<file path="config.mk">
export PLATFORM = sky130hd
export DESIGN_NAME = ddr_mode_prog
export DESIGN_NICKNAME = d
export VERILOG_FILES = /design/src/rtl/ddr_mode_pkg.sv /design/src/rtl/ddr_mode_legal.sv /design/src/rtl/ddr_mode_seq.sv /design/src/rtl/ddr_mode_cmd_enc.sv /design/src/rtl/ddr_mode_prog.sv
export SDC_FILE = /design/constraint.sdc
export NUM_CORES = 1
export LEC_CHECK = 0
export BUFFER_PORTS_ARGS = -buffer_cell sky130_fd_sc_hd__buf_4
export CAP_MARGIN = 10
export CORE_ASPECT_RATIO = 1.4
export CORE_MARGIN = 1
export CORE_UTILIZATION = 45
export DETAILED_ROUTE_END_ITERATION = 6
export GPL_TIMING_DRIVEN = 1
export PLACE_DENSITY = 0.83
export SETUP_SLACK_MARGIN = 0.1
export SLEW_MARGIN = 20
export SYNTH_ARGS = -nofsm -noshare
export SYNTH_HDL_FRONTEND = slang
export SYNTH_SLANG_ARGS = --single-unit
</file>
<file path="constraint.sdc">
create_clock -name clk -period 1.61 [get_ports clk]
set_clock_uncertainty 0.15 [all_clocks]
set_input_delay 0.161 -clock clk [delete_from_list [all_inputs] [get_ports clk]]
set_output_delay 0.161 -clock clk [all_outputs]
set_load 0.05 [all_outputs]
</file>
<file path="src/rtl/ddr_mode_pkg.sv">
package ddr_mode_pkg;

  localparam int MR_W = 12;

  localparam logic [1:0] SEL_BASE = 2'b00;
  localparam logic [1:0] SEL_EXT  = 2'b01;

  typedef enum logic [2:0] {
    ST_IDLE,
    ST_WAIT,
    ST_EXT,
    ST_GAP1,
    ST_BASE,
    ST_GAP2,
    ST_DONE
  } seq_st_e;

  typedef struct packed {
    logic [2:0] blen;
    logic       ilv;
    logic [2:0] lat;
    logic       dll_rst;
    logic [1:0] ext;
  } mode_cfg_t;

  function automatic logic blen_legal(input logic [2:0] code);
    return (code == 3'b001) || (code == 3'b010) || (code == 3'b011);
  endfunction

  function automatic logic lat_legal(input logic [2:0] code);
    return (code == 3'b010) || (code == 3'b011);
  endfunction

  function automatic logic [MR_W-1:0] base_word(input mode_cfg_t c);
    logic [MR_W-1:0] w;
    w      = '0;
    w[2:0] = c.blen;
    w[3]   = c.ilv;
    w[6:4] = c.lat;
    w[7]   = 1'b0;
    w[8]   = c.dll_rst;
    return w;
  endfunction

  function automatic logic [MR_W-1:0] ext_word(input mode_cfg_t c);
    logic [MR_W-1:0] w;
    w      = '0;
    w[1:0] = c.ext;
    return w;
  endfunction

endpackage

</file>
<file path="src/rtl/ddr_mode_legal.sv">
module ddr_mode_legal
  import ddr_mode_pkg::*;
(
  input  mode_cfg_t cfg,
  output logic      cfg_ok
);

  logic blen_ok;
  logic lat_ok;

  always_comb begin
    blen_ok = blen_legal(cfg.blen);
    lat_ok  = lat_legal(cfg.lat);
    cfg_ok  = blen_ok & lat_ok;
  end

endmodule

</file>
<file path="src/rtl/ddr_mode_seq.sv">
module ddr_mode_seq
  import ddr_mode_pkg::*;
#(
  parameter int GAP_CYC = 2
) (
  input  logic clk,
  input  logic rst_n,
  input  logic start,
  input  logic cfg_ok,
  input  logic ready,
  output logic evt_accept,
  output logic evt_reject,
  output logic issue_ext,
  output logic issue_base,
  output logic done,
  output logic busy,
  output logic err_q
);

  localparam int CNT_W = (GAP_CYC < 2) ? 1 : $clog2(GAP_CYC);
  localparam logic [CNT_W-1:0] GAP_LAST = CNT_W'(GAP_CYC - 1);

  seq_st_e          st_q;
  seq_st_e          st_d;
  logic [CNT_W-1:0] gap_cnt;
  logic             gap_end;
  logic             in_gap;

  assign gap_end    = (gap_cnt == GAP_LAST);
  assign in_gap     = (st_q == ST_GAP1) || (st_q == ST_GAP2);
  assign evt_accept = (st_q == ST_IDLE) & start & cfg_ok;
  assign evt_reject = (st_q == ST_IDLE) & start & ~cfg_ok;
  assign issue_ext  = (st_q == ST_EXT);
  assign issue_base = (st_q == ST_BASE);
  assign done       = (st_q == ST_DONE);
  assign busy       = (st_q != ST_IDLE);

  always_comb begin
    st_d = st_q;
    unique case (st_q)
      ST_IDLE: if (evt_accept) st_d = ST_WAIT;
      ST_WAIT: if (ready)      st_d = ST_EXT;
      ST_EXT:                  st_d = ST_GAP1;
      ST_GAP1: if (gap_end)    st_d = ST_BASE;
      ST_BASE:                 st_d = ST_GAP2;
      ST_GAP2: if (gap_end)    st_d = ST_DONE;
      ST_DONE:                 st_d = ST_IDLE;
      default:                 st_d = ST_IDLE;
    endcase
  end

  always_ff @(posedge clk) begin
    if (!rst_n) begin
      st_q    <= ST_IDLE;
      gap_cnt <= '0;
      err_q   <= 1'b0;
    end else begin
      st_q <= st_d;
      if (in_gap && !gap_end) gap_cnt <= gap_cnt + 1'b1;
      else                    gap_cnt <= '0;
      if (st_q == ST_IDLE && start) err_q <= ~cfg_ok;
    end
  end

endmodule

</file>
<file path="src/rtl/ddr_mode_cmd_enc.sv">
module ddr_mode_cmd_enc
  import ddr_mode_pkg::*;
#(
  parameter int ADDR_W = 12,
  parameter int BA_W   = 2
) (
  input  logic              issue_ext,
  input  logic              issue_base,
  input  mode_cfg_t         cfg,
  output logic              cs_n,
  output logic              ras_n,
  output logic              cas_n,
  output logic              we_n,
  output logic [BA_W-1:0]   ba,
  output logic [ADDR_W-1:0] addr
);

  logic write_cyc;
  assign write_cyc = issue_ext | issue_base;

  always_comb begin
    cs_n  = 1'b0;
    ras_n = ~write_cyc;
    cas_n = ~write_cyc;
    we_n  = ~write_cyc;
    ba    = '0;
    addr  = '0;
    if (issue_ext) begin
      ba   = BA_W'(SEL_EXT);
      addr = ADDR_W'(ext_word(cfg));
    end else if (issue_base) begin
      ba   = BA_W'(SEL_BASE);
      addr = ADDR_W'(base_word(cfg));
    end
  end

endmodule

</file>
<file path="src/rtl/ddr_mode_prog.sv">
module ddr_mode_prog
  import ddr_mode_pkg::*;
#(
  parameter int ADDR_W  = 12,
  parameter int BA_W    = 2,
  parameter int GAP_CYC = 2
) (
  input  logic              clk,
  input  logic              rst_n,
  input  logic              start,
  input  logic [2:0]        cfg_burst_len,
  input  logic              cfg_interleave,
  input  logic [2:0]        cfg_cas_lat,
  input  logic              cfg_dll_reset,
  input  logic [1:0]        cfg_ext_mode,
  input  logic              cke,
  input  logic              banks_idle,
  output logic              busy,
  output logic              done,
  output logic              err,
  output logic              cmd_cs_n,
  output logic              cmd_ras_n,
  output logic              cmd_cas_n,
  output logic              cmd_we_n,
  output logic [BA_W-1:0]   cmd_ba,
  output logic [ADDR_W-1:0] cmd_addr
);

  mode_cfg_t cfg_in;
  mode_cfg_t cfg_q;
  logic      cfg_ok;
  logic      mem_ready;
  logic      evt_accept;
  logic      evt_reject;
  logic      issue_ext;
  logic      issue_base;

  assign cfg_in = '{blen:    cfg_burst_len,
                    ilv:     cfg_interleave,
                    lat:     cfg_cas_lat,
                    dll_rst: cfg_dll_reset,
                    ext:     cfg_ext_mode};

  assign mem_ready = banks_idle & cke;

  always_ff @(posedge clk) begin
    if (!rst_n)          cfg_q <= '0;
    else if (evt_accept) cfg_q <= cfg_in;
  end

  ddr_mode_legal u_legal (
    .cfg    (cfg_in),
    .cfg_ok (cfg_ok)
  );

  ddr_mode_seq #(
    .GAP_CYC (GAP_CYC)
  ) u_seq (
    .clk        (clk),
    .rst_n      (rst_n),
    .start      (start),
    .cfg_ok     (cfg_ok),
    .ready      (mem_ready),
    .evt_accept (evt_accept),
    .evt_reject (evt_reject),
    .issue_ext  (issue_ext),
    .issue_base (issue_base),
    .done       (done),
    .busy       (busy),
    .err_q      (err)
  );

  ddr_mode_cmd_enc #(
    .ADDR_W (ADDR_W),
    .BA_W   (BA_W)
  ) u_enc (
    .issue_ext  (issue_ext),
    .issue_base (issue_base),
    .cfg        (cfg_q),
    .cs_n       (cmd_cs_n),
    .ras_n      (cmd_ras_n),
    .cas_n      (cmd_cas_n),
    .we_n       (cmd_we_n),
    .ba         (cmd_ba),
    .addr       (cmd_addr)
  );

endmodule

</file>
Yosys cells after proc, flatten, opt, wreduce, memory -nomap -nowiden. Index checks and enable logic that the tools add are counted.

Flip-flop bits (word level): 15. Bits in latches: 0. Memory bits (writable): 0. ROM bits: 0. Bits of input ports: 15. Output and inout port bits: 21. Memories: 0.

Add/sub/neg operators: 1. Multipliers: 0. Divide/modulo/power cells: 0. Order comparisons: 0. Equality and inequality tests: 15. Shifts and indexed selects: 0. Muxes and demuxes: 8. Bitwise gates (word level): 7. Reduce and logical (&&, ||, !) cells: 11.

Operators with widths (number): == test 3 x 2 -> 1 bit (second input constant) (6); case mux 3 bit (6 select lines) (1); two-way mux 12 bit (1); two-way mux 3 bit (4); == test 3 bit (second input constant) (3); two-way mux 9 bit (1); == test 3 x 1 -> 1 bit (second input constant) (2); bitwise AND 1 bit (4); logical OR 1 bit (4); != test 2 x 1 -> 1 bit (second input constant) (2); != test 2 bit (second input constant) (2); AND reduction 4 bit (1); zero test 3 bit (1); nonzero test 3 bit (1); logical AND 1 bit (2); NOT 1 bit (2); AND reduction 2 bit (1); adder 1 bit (second input constant) (1); zero test 1 bit (1); two-way mux 1 bit (1); OR 1 bit (1).

Logic depth before layout (Yosys ltp).
Depth in word-level cells: 7. Gate-level depth with buffers: 4. Depth with buffers taken out: 3.

Modules after synthesis. A second synthesis with hierarchy kept.

Cells, all modules: 88. Area total of the unflattened synthesis: 844.6 sq um.

By module, submodules not included: ddr_mode_prog (instances 1, cells each 32, area each 380.4 sq um, sequential area each 200.2 sq um); ddr_mode_seq (instances 1, cells each 34, area each 301.5 sq um, sequential area each 100.1 sq um); ddr_mode_cmd_enc (instances 1, cells each 20, area each 143.9 sq um, sequential area each 0.0 sq um); ddr_mode_legal (instances 1, cells each 2, area each 18.8 sq um, sequential area each 0.0 sq um).

Worst setup path before layout. Ideal clock, no wire load.

Path type: register -> output. From: register u_seq.st_q[2]. To: output cmd_addr[5]. Arrival time: 2.117 ns. Required time: 1.299 ns. Slack: -0.818 ns. Cell stages (with the launch flop): 3. Cells stage by stage: dfxtp_1 > inv_1 > nor4_1.

Longest elaborated chain between the ends: 3. Elaborated cells on any way between the ends: 4. Classes of those cells: 2 x eq/ne; 2 x mux.

RTL lines: start, declared (line ddr_mode_seq.sv:23) `seq_st_e st_q;`; start signal, assigned (line ddr_mode_seq.sv:58) `st_q <= st_d;`; == test 3 bit (line ddr_mode_seq.sv:34) `assign issue_base = (st_q == ST_BASE);`; two-way mux 9 bit (line ddr_mode_cmd_enc.sv:31) `end else if (issue_base) begin`; two-way mux 12 bit * (line ddr_mode_cmd_enc.sv:28) `if (issue_ext) begin`; end, declared (line ddr_mode_prog.sv:26) `output logic [ADDR_W-1:0] cmd_addr`.

Mark *: on every way between the ends. The rest lies on a longest branch, timed or not.

Worst setup path in the final report.
From: register u_seq.st_q[2]. To: output cmd_addr[8].

Same word-level chain as after synthesis.

==> run_summary.xml <==
<?xml version="1.0" encoding="UTF-8"?>
<metrics>
  <group name="worst_hold_path">
    <metric name="hold_path.class" unit="">primary input to register</metric>
    <metric name="holdPathStages" unit="">3</metric>
    <metric name="hold_start" unit="">cfg_burst_len[0]</metric>
  </group>
  <group name="synthesis">
    <metric name="multiplexer_fraction_of_the_synthesized_cell_area" unit="%">8.58</metric>
    <metric name="xor_xnor_cell_area_share_of_the_yosys_netlist" unit="%">0</metric>
    <metric name="synth-simple-area-share" unit="%">27.6</metric>
    <metric name="synth.area.top_cells" unit="">dfxtp_1, mux2i_1, buf_4</metric>
    <metric name="syn_avg_cell_area" unit="sq um">8.69</metric>
    <metric name="synth_compound_gate_area_share" unit="%">13.5</metric>
    <metric name="synth.top_cell.area_share" unit="%">36.8</metric>
    <metric name="post_synth_fa_ha_maj_area_fraction" unit="%">0</metric>
    <metric name="ys.warnings.count" unit="">0</metric>
    <metric name="post_synth_instance_area" unit="sq um">817</metric>
    <metric name="synth_sequential_area_ratio" unit="%">36.8</metric>
    <metric name="synthesis.instances" unit="">94</metric>
    <metric name="postSynthRegisterBits" unit="">15</metric>
    <metric name="yosysTopAreaCell" unit="">dfxtp_1</metric>
    <metric name="yosys.cell_types.count" unit="">29</metric>
    <metric name="largest_family_of_logic_cells_by_synthesized_area" unit="">simple AND/OR/NAND/NOR gates</metric>
  </group>
  <group name="clocking">
    <metric name="htree_num_levels" unit="">1</metric>
    <metric name="tritoncts" unit="">yes</metric>
    <metric name="ctsLongestPathBuffers" unit="">2</metric>
    <metric name="cts.reportedPaths.clkPinSlew" unit="ps">110</metric>
    <metric name="cts_root_buf" unit="">clkbuf_4</metric>
    <metric name="cts_made_buffers" unit="">3</metric>
    <metric name="clock_insertion_delay_at_the_later_pin_of_the_skew_report" unit="ps">300</metric>
    <metric name="cts_sinks" unit="">15</metric>
  </group>
  <group name="grt">
    <metric name="grt_pass1_vias" unit="">808</metric>
    <metric name="grt_remaining_overflow" unit="">0</metric>
    <metric name="grt_use_total" unit="%">25.3</metric>
    <metric name="grt_pass1_wl" unit="um">3510</metric>
    <metric name="antenna_violations_before_repair" unit="">0</metric>
    <metric name="grt_start_max_net_pins" unit="">23</metric>
  </group>
  <group name="worst_setup_path">
    <metric name="cp_max_fo" unit="">7</metric>
    <metric name="cp.arrival" unit="ps">1460</metric>
    <metric name="timing.critical_path.from_type" unit="">register</metric>
    <metric name="critical_path.startpoint" unit="">u_seq.st_q[2]</metric>
    <metric name="crit_path_end_kind" unit="">output port</metric>
    <metric name="critical_path_required" unit="ps">1300</metric>
    <metric name="critical_register_to_register_path_startpoint" unit="">u_seq.st_q[2]</metric>
    <metric name="r2r.worst_path.cells" unit="">5</metric>
    <metric name="setup.worst_path.class" unit="">register to output port</metric>
  </group>
  <group name="status">
    <metric name="run_status" unit="">finished with violations</metric>
    <metric name="violated_checks" unit="">setup timing</metric>
  </group>
  <group name="timing">
    <metric name="final_critical_path_setup_slack" unit="ps">-163</metric>
    <metric name="tns" unit="ps">-1240</metric>
    <metric name="fin_crit_sh" unit="%">110</metric>
    <metric name="report.final.hold_viol_count" unit="">0</metric>
    <metric name="rsz0062_at_grt" unit="">true</metric>
    <metric name="report.final.slew_viol_count" unit="">0</metric>
    <metric name="setup-violations-final" unit="">12</metric>
    <metric name="fin_crit" unit="ps">1770</metric>
    <metric name="maxClockFrequency" unit="MHz">564</metric>
  </group>
  <group name="layout">
    <metric name="number_of_standard_cells_in_the_layout_taps_in_and_fillers_out" unit="">160</metric>
    <metric name="layout_commonest_cell" unit="">buf_4</metric>
    <metric name="post_route_cells_drive_above_1_share" unit="%">51.8</metric>
    <metric name="multiInputGateArea" unit="sq um">527</metric>
    <metric name="num_antenna_cells" unit="">0</metric>
    <metric name="final.fill_count" unit="">81</metric>
    <metric name="final_design_area_no_fill" unit="sq um">1410</metric>
    <metric name="fin_nets" unit="">157</metric>
    <metric name="flow.area_growth_from_synthesis" unit="%">72.4</metric>
    <metric name="register_area" unit="sq um">309</metric>
    <metric name="leading_cell_types_in_the_layout_fill_and_taps_excluded" unit="">buf_4, nand2_1, dfxtp_1, buf_6</metric>
    <metric name="postLayoutCoreUtil" unit="%">86.0</metric>
  </group>
  <group name="routing">
    <metric name="post-route-drc-count" unit="">0</metric>
    <metric name="antenna_violating_nets_post_route" unit="">0</metric>
    <metric name="detailedRoute.firstPassIterationCount" unit="">4</metric>
    <metric name="routed_wl" unit="um">2800</metric>
    <metric name="detail_route.vias_per_cell" unit="">5.56</metric>
    <metric name="drt_iter0_drc" unit="">32</metric>
    <metric name="wl_per_cell" unit="um">17.5</metric>
    <metric name="via_count_of_the_routed_design" unit="">890</metric>
  </group>
  <group name="floorplan">
    <metric name="placeable_area" unit="sq um">1640</metric>
    <metric name="die_extent_in_x" unit="um">38.0</metric>
    <metric name="dieHeight" unit="um">52.4</metric>
    <metric name="start_util" unit="%">49.9</metric>
    <metric name="io_pins" unit="">36</metric>
    <metric name="die_area" unit="sq um">1990</metric>
    <metric name="floorplan.rows" unit="">17</metric>
  </group>
  <group name="power">
    <metric name="report.power.total" unit="mW">0.794</metric>
    <metric name="power_density" unit="nW/um^2">563</metric>
    <metric name="p_leak" unit="nW">0.650</metric>
    <metric name="peakVddDrop" unit="mV">0.726</metric>
  </group>
  <group name="placement">
    <metric name="dp_cells" unit="">140</metric>
    <metric name="dpl-instance-area" unit="sq um">1060</metric>
    <metric name="placement.io_buffers" unit="">29</metric>
    <metric name="dp_hpwl" unit="um">1320</metric>
    <metric name="gp_congestion" unit="">0.766</metric>
  </group>
  <group name="job">
    <metric name="max_cap_viol_count" unit="">0</metric>
  </group>
</metrics>
## synth_stat cells
cell,instances
a21oi_1,5
nand4_1,1
nor3b_1,1
buf_4,9
o21ai_0,2
a21boi_0,1
a211oi_1,2
and3b_1,1
o21a_1,1
nor2_1,1
nand2_1,17
buf_6,1
and4bb_2,1
conb_1,1
and3_1,2
a21o_1,1
buf_2,2
and2_1,5
a22o_1,2
a21boi_1,1
nand2b_1,4
nor3_4,2
nand3b_1,2
mux2i_1,7
inv_1,3
nor4_1,1
dfxtp_1,15
clkbuf_1,2
o211ai_2,1
## power breakdown
part           leakage (nW)  switching (mW)  internal, mW  total (mW)
clock network        0.0177           0.136        0.0925       0.229
logic                 0.509           0.106        0.0745       0.180
registers             0.123         0.00845         0.376       0.385
total                 0.650           0.251         0.543       0.794
## timing repair
action | 4_1_cts | 5_1_grt
gates cloned | 0 | 1
pin swaps | 6 | 7
gates resized for setup | 32 | 15
endpoints found under the setup margin | 15 | 17
endpoints found under the hold margin | 6 | 0
buffers inserted | 5 | 5
hold buffers | 6 | 0
## metal layers
layer / up-vias / track usage, % / share of wire, %
li1: 405 / - / -
met2: 48 / 44.8 / 55
met3: 10 / 3.83 / 5.5
met5: - / 0 / 0
met1: 427 / 28.0 / 35
met4: 0 / 13.1 / 4.3
## logic make-up after synthesis
family          after synthesis
flops                        15
compound gates               16
other cells                   1
simple gates                 38
buf+inv                      17
mux                           7
## per-stage QoR
| step | hold slack, ps | worst slack (ps) |
|---|---|---|
| after floorplan | 146 | 13.3 |
| after global placement | 263 | 86.6 |
| after detailed placement | 269 | 41.8 |
| after CTS | 10.5 | -107 |
| after global routing | 8.00 | -211 |
| final | 22.9 | -163 |
## worst max-delay path: stages, from the launching register on
cell and delay [ps]:
dfxtp_4 400, inv_4 50, nor3_4 330, and2_4 230, buf_6 150
## worst paths after layout
path / endpoint / slack (ps)
max: cmd_addr[8] / -160
min: cfg_q[7] / 20
max reg2reg: cfg_q[5] / 90
min reg2reg: cfg_q[1] / 320
## cell type report
type	count	share of cell area (%)
multi-input cells	68	37.4
clock inverters	1	0.355
clock buffers	3	1.60
well taps	19	1.69
inverters	3	0.977
repair buffers	51	36.1
flip-flops and latches	15	21.9
## flip-flops by register name, summed over array words and instances, names as in the netlist
signal,count
u_seq.gap_cnt,1
cfg_q,10
u_seq.err_q,1
u_seq.st_q,3
Power figures use the tool's default switching activity.
